$ cat src/rtl/tune_pkg.sv
package tune_pkg;

    localparam int WORD_W  = 27;
    localparam int RATIO_W = 17;
    localparam int PORT_W  = 3;
    localparam int REFC_W  = 3;

    typedef struct packed {
        logic [RATIO_W-1:0] ratio;
        logic [PORT_W-1:0]  port;
        logic               test_en;
        logic               drive_off;
        logic               cp_hi;
        logic [REFC_W-1:0]  ref_code;
        logic               presc_en;
    } tune_word_t;

    function automatic tune_word_t unpack_word(input logic [WORD_W-1:0] w);
        return tune_word_t'(w);
    endfunction

endpackage

$ cat src/rtl/tw_bus_sync.sv
module tw_bus_sync #(
    parameter int N      = 3,
    parameter int STAGES = 2
) (
    input  logic         clk,
    input  logic         rst,
    input  logic [N-1:0] async_i,
    output logic [N-1:0] level_o
);
    for (genvar i = 0; i < N; i++) begin : g_line
        logic [STAGES-1:0] chain;
        always_ff @(posedge clk) begin
            if (rst) chain <= '0;
            else     chain <= {chain[STAGES-2:0], async_i[i]};
        end
        assign level_o[i] = chain[STAGES-1];
    end
endmodule

$ cat src/rtl/tw_shifter.sv
module tw_shifter #(
    parameter int W = 27
) (
    input  logic         clk,
    input  logic         rst,
    input  logic         data_s,
    input  logic         clk_s,
    input  logic         en_s,
    output logic         word_valid,
    output logic [W-1:0] word
);
    localparam int CNT_W = $clog2(W + 2);
    localparam logic [CNT_W-1:0] SAT  = CNT_W'(W + 1);
    localparam logic [CNT_W-1:0] FULL = CNT_W'(W);

    logic             clk_q, en_q;
    logic [W-1:0]     sr;
    logic [CNT_W-1:0] cnt;
    logic             clk_rise, en_fall, take_bit;

    assign clk_rise = clk_s & ~clk_q;
    assign en_fall  = en_q & ~en_s;
    assign take_bit = clk_rise & en_s;

    always_ff @(posedge clk) begin
        if (rst) begin
            clk_q <= 1'b0;
            en_q  <= 1'b0;
            sr    <= '0;
            cnt   <= '0;
        end else begin
            clk_q <= clk_s;
            en_q  <= en_s;
            if (take_bit) sr <= {sr[W-2:0], data_s};
            if (en_fall)
                cnt <= '0;
            else if (take_bit && cnt != SAT)
                cnt <= cnt + 1'b1;
        end
    end

    assign word_valid = en_fall && (cnt == FULL);
    assign word       = sr;

    AST_NO_SHIFT_WHEN_DISABLED: assert property (@(posedge clk) disable iff (rst)
        !en_s |=> $stable(sr));
    AST_COUNT_BOUND: assert property (@(posedge clk) disable iff (rst)
        cnt <= SAT);
    AST_COUNT_CLEARS: assert property (@(posedge clk) disable iff (rst)
        en_fall |=> (cnt == '0));
endmodule

$ cat src/rtl/tw_shadow.sv
module tw_shadow #(
    parameter int W = 27
) (
    input  logic         clk,
    input  logic         rst,
    input  logic         word_valid,
    input  logic [W-1:0] word_in,
    input  logic         div_tc,
    output logic [W-1:0] ctrl_o
);
    logic [W-1:0] staged;
    logic         pending;

    always_ff @(posedge clk) begin
        if (rst) begin
            staged  <= '0;
            pending <= 1'b0;
            ctrl_o  <= '0;
        end else begin
            if (div_tc && pending) ctrl_o <= staged;
            if (word_valid)        staged <= word_in;
            pending <= word_valid | (pending & ~div_tc);
        end
    end

    AST_HOLD_WITHOUT_TC: assert property (@(posedge clk) disable iff (rst)
        !div_tc |=> $stable(ctrl_o));
    AST_PENDING_SET: assert property (@(posedge clk) disable iff (rst)
        word_valid |=> pending);
    AST_PENDING_CLEAR: assert property (@(posedge clk) disable iff (rst)
        (div_tc && pending && !word_valid) |=> (!pending && ctrl_o == $past(staged)));
    AST_IDLE_TC: assert property (@(posedge clk) disable iff (rst)
        (div_tc && !pending) |=> $stable(ctrl_o));
endmodule

$ cat src/rtl/tune_word_rx.sv
module tune_word_rx
    import tune_pkg::*;
(
    input  logic               clk,
    input  logic               rst,
    input  logic               bus_data_i,
    input  logic               bus_clk_i,
    input  logic               bus_en_i,
    input  logic               div_tc_i,
    output logic [RATIO_W-1:0] div_ratio_o,
    output logic [PORT_W-1:0]  port_o,
    output logic               test_en_o,
    output logic               drive_off_o,
    output logic               cp_hi_o,
    output logic [REFC_W-1:0]  ref_code_o,
    output logic               presc_en_o
);
    logic [2:0]        lvl;
    logic              word_valid;
    logic [WORD_W-1:0] word, ctrl;
    tune_word_t        fields;

    tw_bus_sync #(.N(3), .STAGES(2)) u_sync (
        .clk     (clk),
        .rst     (rst),
        .async_i ({bus_en_i, bus_clk_i, bus_data_i}),
        .level_o (lvl)
    );

    tw_shifter #(.W(WORD_W)) u_shift (
        .clk        (clk),
        .rst        (rst),
        .data_s     (lvl[0]),
        .clk_s      (lvl[1]),
        .en_s       (lvl[2]),
        .word_valid (word_valid),
        .word       (word)
    );

    tw_shadow #(.W(WORD_W)) u_shadow (
        .clk        (clk),
        .rst        (rst),
        .word_valid (word_valid),
        .word_in    (word),
        .div_tc     (div_tc_i),
        .ctrl_o     (ctrl)
    );

    assign fields      = unpack_word(ctrl);
    assign div_ratio_o = fields.ratio;
    assign port_o      = fields.port;
    assign test_en_o   = fields.test_en;
    assign drive_off_o = fields.drive_off;
    assign cp_hi_o     = fields.cp_hi;
    assign ref_code_o  = fields.ref_code;
    assign presc_en_o  = fields.presc_en;

    AST_RESET_ZERO: assert property (@(posedge clk) rst |=> (ctrl == '0));
endmodule

$ cat config.mk
export PLATFORM = sky130hd
export DESIGN_NAME = tune_word_rx
export DESIGN_NICKNAME = d
export VERILOG_FILES = /design/src/rtl/tune_pkg.sv /design/src/rtl/tw_bus_sync.sv /design/src/rtl/tw_shifter.sv /design/src/rtl/tw_shadow.sv /design/src/rtl/tune_word_rx.sv
export SDC_FILE = /design/constraint.sdc
export NUM_CORES = 1
export LEC_CHECK = 0
export ABC_AREA = 1
export BUFFER_PORTS_ARGS = -buffer_cell sky130_fd_sc_hd__buf_2
export CAP_MARGIN = 30
export CELL_PAD_IN_SITES_DETAIL_PLACEMENT = 1
export CELL_PAD_IN_SITES_GLOBAL_PLACEMENT = 1
export CORE_MARGIN = 10
export CORE_UTILIZATION = 36
export DETAILED_ROUTE_END_ITERATION = 10
export MAX_ROUTING_LAYER = met4
export PLACE_DENSITY = 0.72
export SETUP_SLACK_MARGIN = 0.02
export SLEW_MARGIN = 20
export SYNTH_ARGS = -nofsm -noshare
export SYNTH_HDL_FRONTEND = slang
export SYNTH_SLANG_ARGS = --single-unit
$ cat constraint.sdc
create_clock -name clk -period 4.16 [get_ports clk]
set_input_delay 0.208 -clock clk [delete_from_list [all_inputs] [get_ports clk]]
set_output_delay 0.208 -clock clk [all_outputs]
set_load 0.03 [all_outputs]
==> results.txt <==
R2r worst-path depth - 4
# DRC - 0
Mapped Cells - 465
Hold depth - 3
Layout cell share with drive strength beyond 1 - 11.6%
Drt first pass iters - 4
# IOs - 33
PD cells - 399 nW/um^2
Register area share after synthesis - 54.2%
Drt total wl - 7320 um
Critical Path End Type - flop
Synthesized flop and latch total - 95
Number of vias per cell - 4.56
Port-buffer cells - 32
RSZ-0062 raised after global routing - no
Final setup skew - 17.7 ps
DRT iter0 DRCs - 126
Max-cap violations - 0
Clock latency at the later pin of the worst-skew pair - 360 ps
TritonCTS Buffers - 9
Synthesis Warnings - 0
Largest family of logic cells by synthesized area - simple AND/OR/NAND/NOR gates
Simple-Gate Fraction of Synth Area - 24.1%
Die span in x - 119 um
Fillers - 1201
FF-to-FF Start - u_shadow.pending
Slew headroom - 49.6%
CTS Buffer Depth - 2
Dominant cells by area after synthesis - dfxtp_1 54%, nor2_1 13%, o21ai_0 7.8%
Gr usage total - 11.0%
CP max stage delay - 790 ps
Pin count of the biggest net entering global routing - 56
Final hold vios - 0
# Post-CTS Setup Buffers - 0
Vias in the first global route - 2819
Root buffer cell - clkbuf_8
CP required - 4400 ps
Final Cycle Share - 51.5%
Hold Crit Start - bus_data_i
Setup TNS - 0 ps
Hold/Removal Path Class - in -> reg
Post-synth top area share - 54.2%
# clock sinks - 95
Worst Tran Pin Value - 755 ps
R2r endpoint - u_shadow.ctrl_o[14]
Num rows - 35
Syn Nets - 473
Hpwl dp - 5050 um
Hold EP - u_sync.g_line[0].chain[0]
Place WS - 1930 ps
Area of the core - 9370 sq um
Post-Syn Area per Cell - 7.54 sq um
Global-route wire length before repair - 13000 um
Post-synthesis xor/xnor area fraction - 0%
Final GP Congestion - 0.747
Die area - 14100 sq um
Worst EP arrival - 2380 ps
Adder-cell share of the synthesized area - 0.713%
Fmax - 467 MHz
Setup ws final - 2020 ps
WL per Instance - 11.8 um
Die H - 119 um
TritonCTS clock tree - yes
ANT cells - 0
Post-synthesis mux area share - 0%
CP max stage cell - clkinv_1
Tmin final - 2140 ps
Run status - finished clean
PostCTS Resize Cnt - 0
Reg2reg setup slack - 2020 ps
Peak VDD IR - 0.175 mV
Compound-Gate Fraction of Synth Area - 12.4%
H-Tree Depth - 3
Worst Setup Path Type - reg -> reg
Cell variety after synth - 17
CP max FO - 28
Via count - 2834
Post-CTS Hold Buffers - 0
Post-synth top area cell - dfxtp_1
Setup-failing EPs final - 0
Area growth, synth to finish - 13.7%
Buf/Inv on CP - 1
GRT Residual Overflow - 0
Largest delay share family, worst path - simple AND/OR/NAND/NOR gates
CP Cell Sequence - nand2_1 > clkinv_1 > nor2_1 > nor2_1
# nets final - 496
CP most frequent cell - nor2_1
Synthesized area - 3510 sq um
Setup crit start - u_shadow.pending
Initial antenna violation count - 0
CTS clk-pin slew, worst paths - 90 ps
Count of pins over their slew limit - 0
Post-DRT Antenna Nets - 0
Initial Utilization - 37.4%
CP startpoint kind - flop
LEAKAGE - 1.59 nW
[report_power, final]
group,total (mW),internal (mW),switching [mW]
Combinational,0.0520,0.0178,0.0342
Clock,0.622,0.288,0.333
Sequential,0.918,0.915,0.00304
Total,1.59,1.22,0.371
[how the worst max path moves through the flow]
stage / endpoint / cells after the start / slack, ps
after detailed placement: u_shadow.ctrl_o[20] / 5 / 1930
final: u_shadow.ctrl_o[14] / 4 / 2020
after global routing: u_shadow.ctrl_o[26] / 4 / 1650
after floorplan: u_shadow.staged[16] / 7 / 2790
after global placement: u_shadow.ctrl_o[26] / 5 / 1910
after CTS: u_shadow.ctrl_o[20] / 4 / 1940
[worst reg2reg max path, cell delays in order, from the launching register on]
cell and delay, ps:
dfxtp_1 330, nand2_1 550, clkinv_1 800, nor2_1 290, nor2_1 70
[cells by family (layout without fill, tap and decap cells)]
group           after synthesis  count (layout)
simple gates                207             207
flops                        95              95
compound gates               87              87
buf+inv                      74             102
fa+ha+maj                     2               2
[placed cells by master, fill, tap and decap left out, drive strengths merged]
| cell | instances |
|---|---|
| ha | 2 |
| nor2 | 125 |
| dfxtp | 95 |
| bufinv | 1 |
| clkbuf | 10 |
| nand3 | 33 |
| inv | 51 |
| clkinv | 3 |
| o21ai | 55 |
| nor3 | 1 |
| a21oi | 32 |
| buf | 37 |
| nand2 | 47 |
| nand4 | 1 |
[Yosys cell counts]
master and count:
a21oi_1 32, nand4_1 1, inv_1 45, buf_6 2, inv_2 2, clkbuf_1 17
nor2_1 124, clkinv_1 2, nor3_4 1, nand3_2 1, dfxtp_1 95, o21ai_0 55
nor2_4 1, buf_2 6, nand2_1 47, ha_1 2, nand3_1 32
[sequential cells by signal, indices dropped and copies added, names as in the netlist]
signal / cells
u_shadow.ctrl_o: 27
u_shadow.staged: 27
u_shift.word: 27
u_sync.g_line.chain: 6
u_shift.cnt: 5
u_shadow.pending: 1
u_shift.clk_q: 1
u_shift.en_q: 1
[metal layers]
metal / track usage (%) / routed length, um / vias up
met5: - / 0 / -
met3: 3.38 / 314 / 6
met1: 13.6 / 3700 / 1286
li1: - / - / 1511
met4: 3.89 / 79 / 0
met2: 16.7 / 3230 / 31
[through the flow]
stage	utilization (%)	hold slack [ps]	std cells	power, mW	area, sq um
floorplan	-	315	465	0.976	3510
global placement	39.8	392	603	0.988	3730
detailed placement	40.2	398	605	0.992	3770
CTS	42.4	36.7	621	1.61	3970
global route	42.6	40.5	622	1.67	3990
finish	42.6	51.1	622	1.59	3990
[area by class of cell]
type	count	area, sq um	area share, %
Clock inverter	6	73.8	1.85
Multi-Input combinational cell	296	1310	32.8
Clock buffer	10	128	3.20
Sequential cell	95	1900	47.7
Timing Repair Buffer	37	233	5.84
Inverter	49	184	4.61
Tap cell	129	161	4.05
No activity file was read; power rests on OpenSTA's default activity.
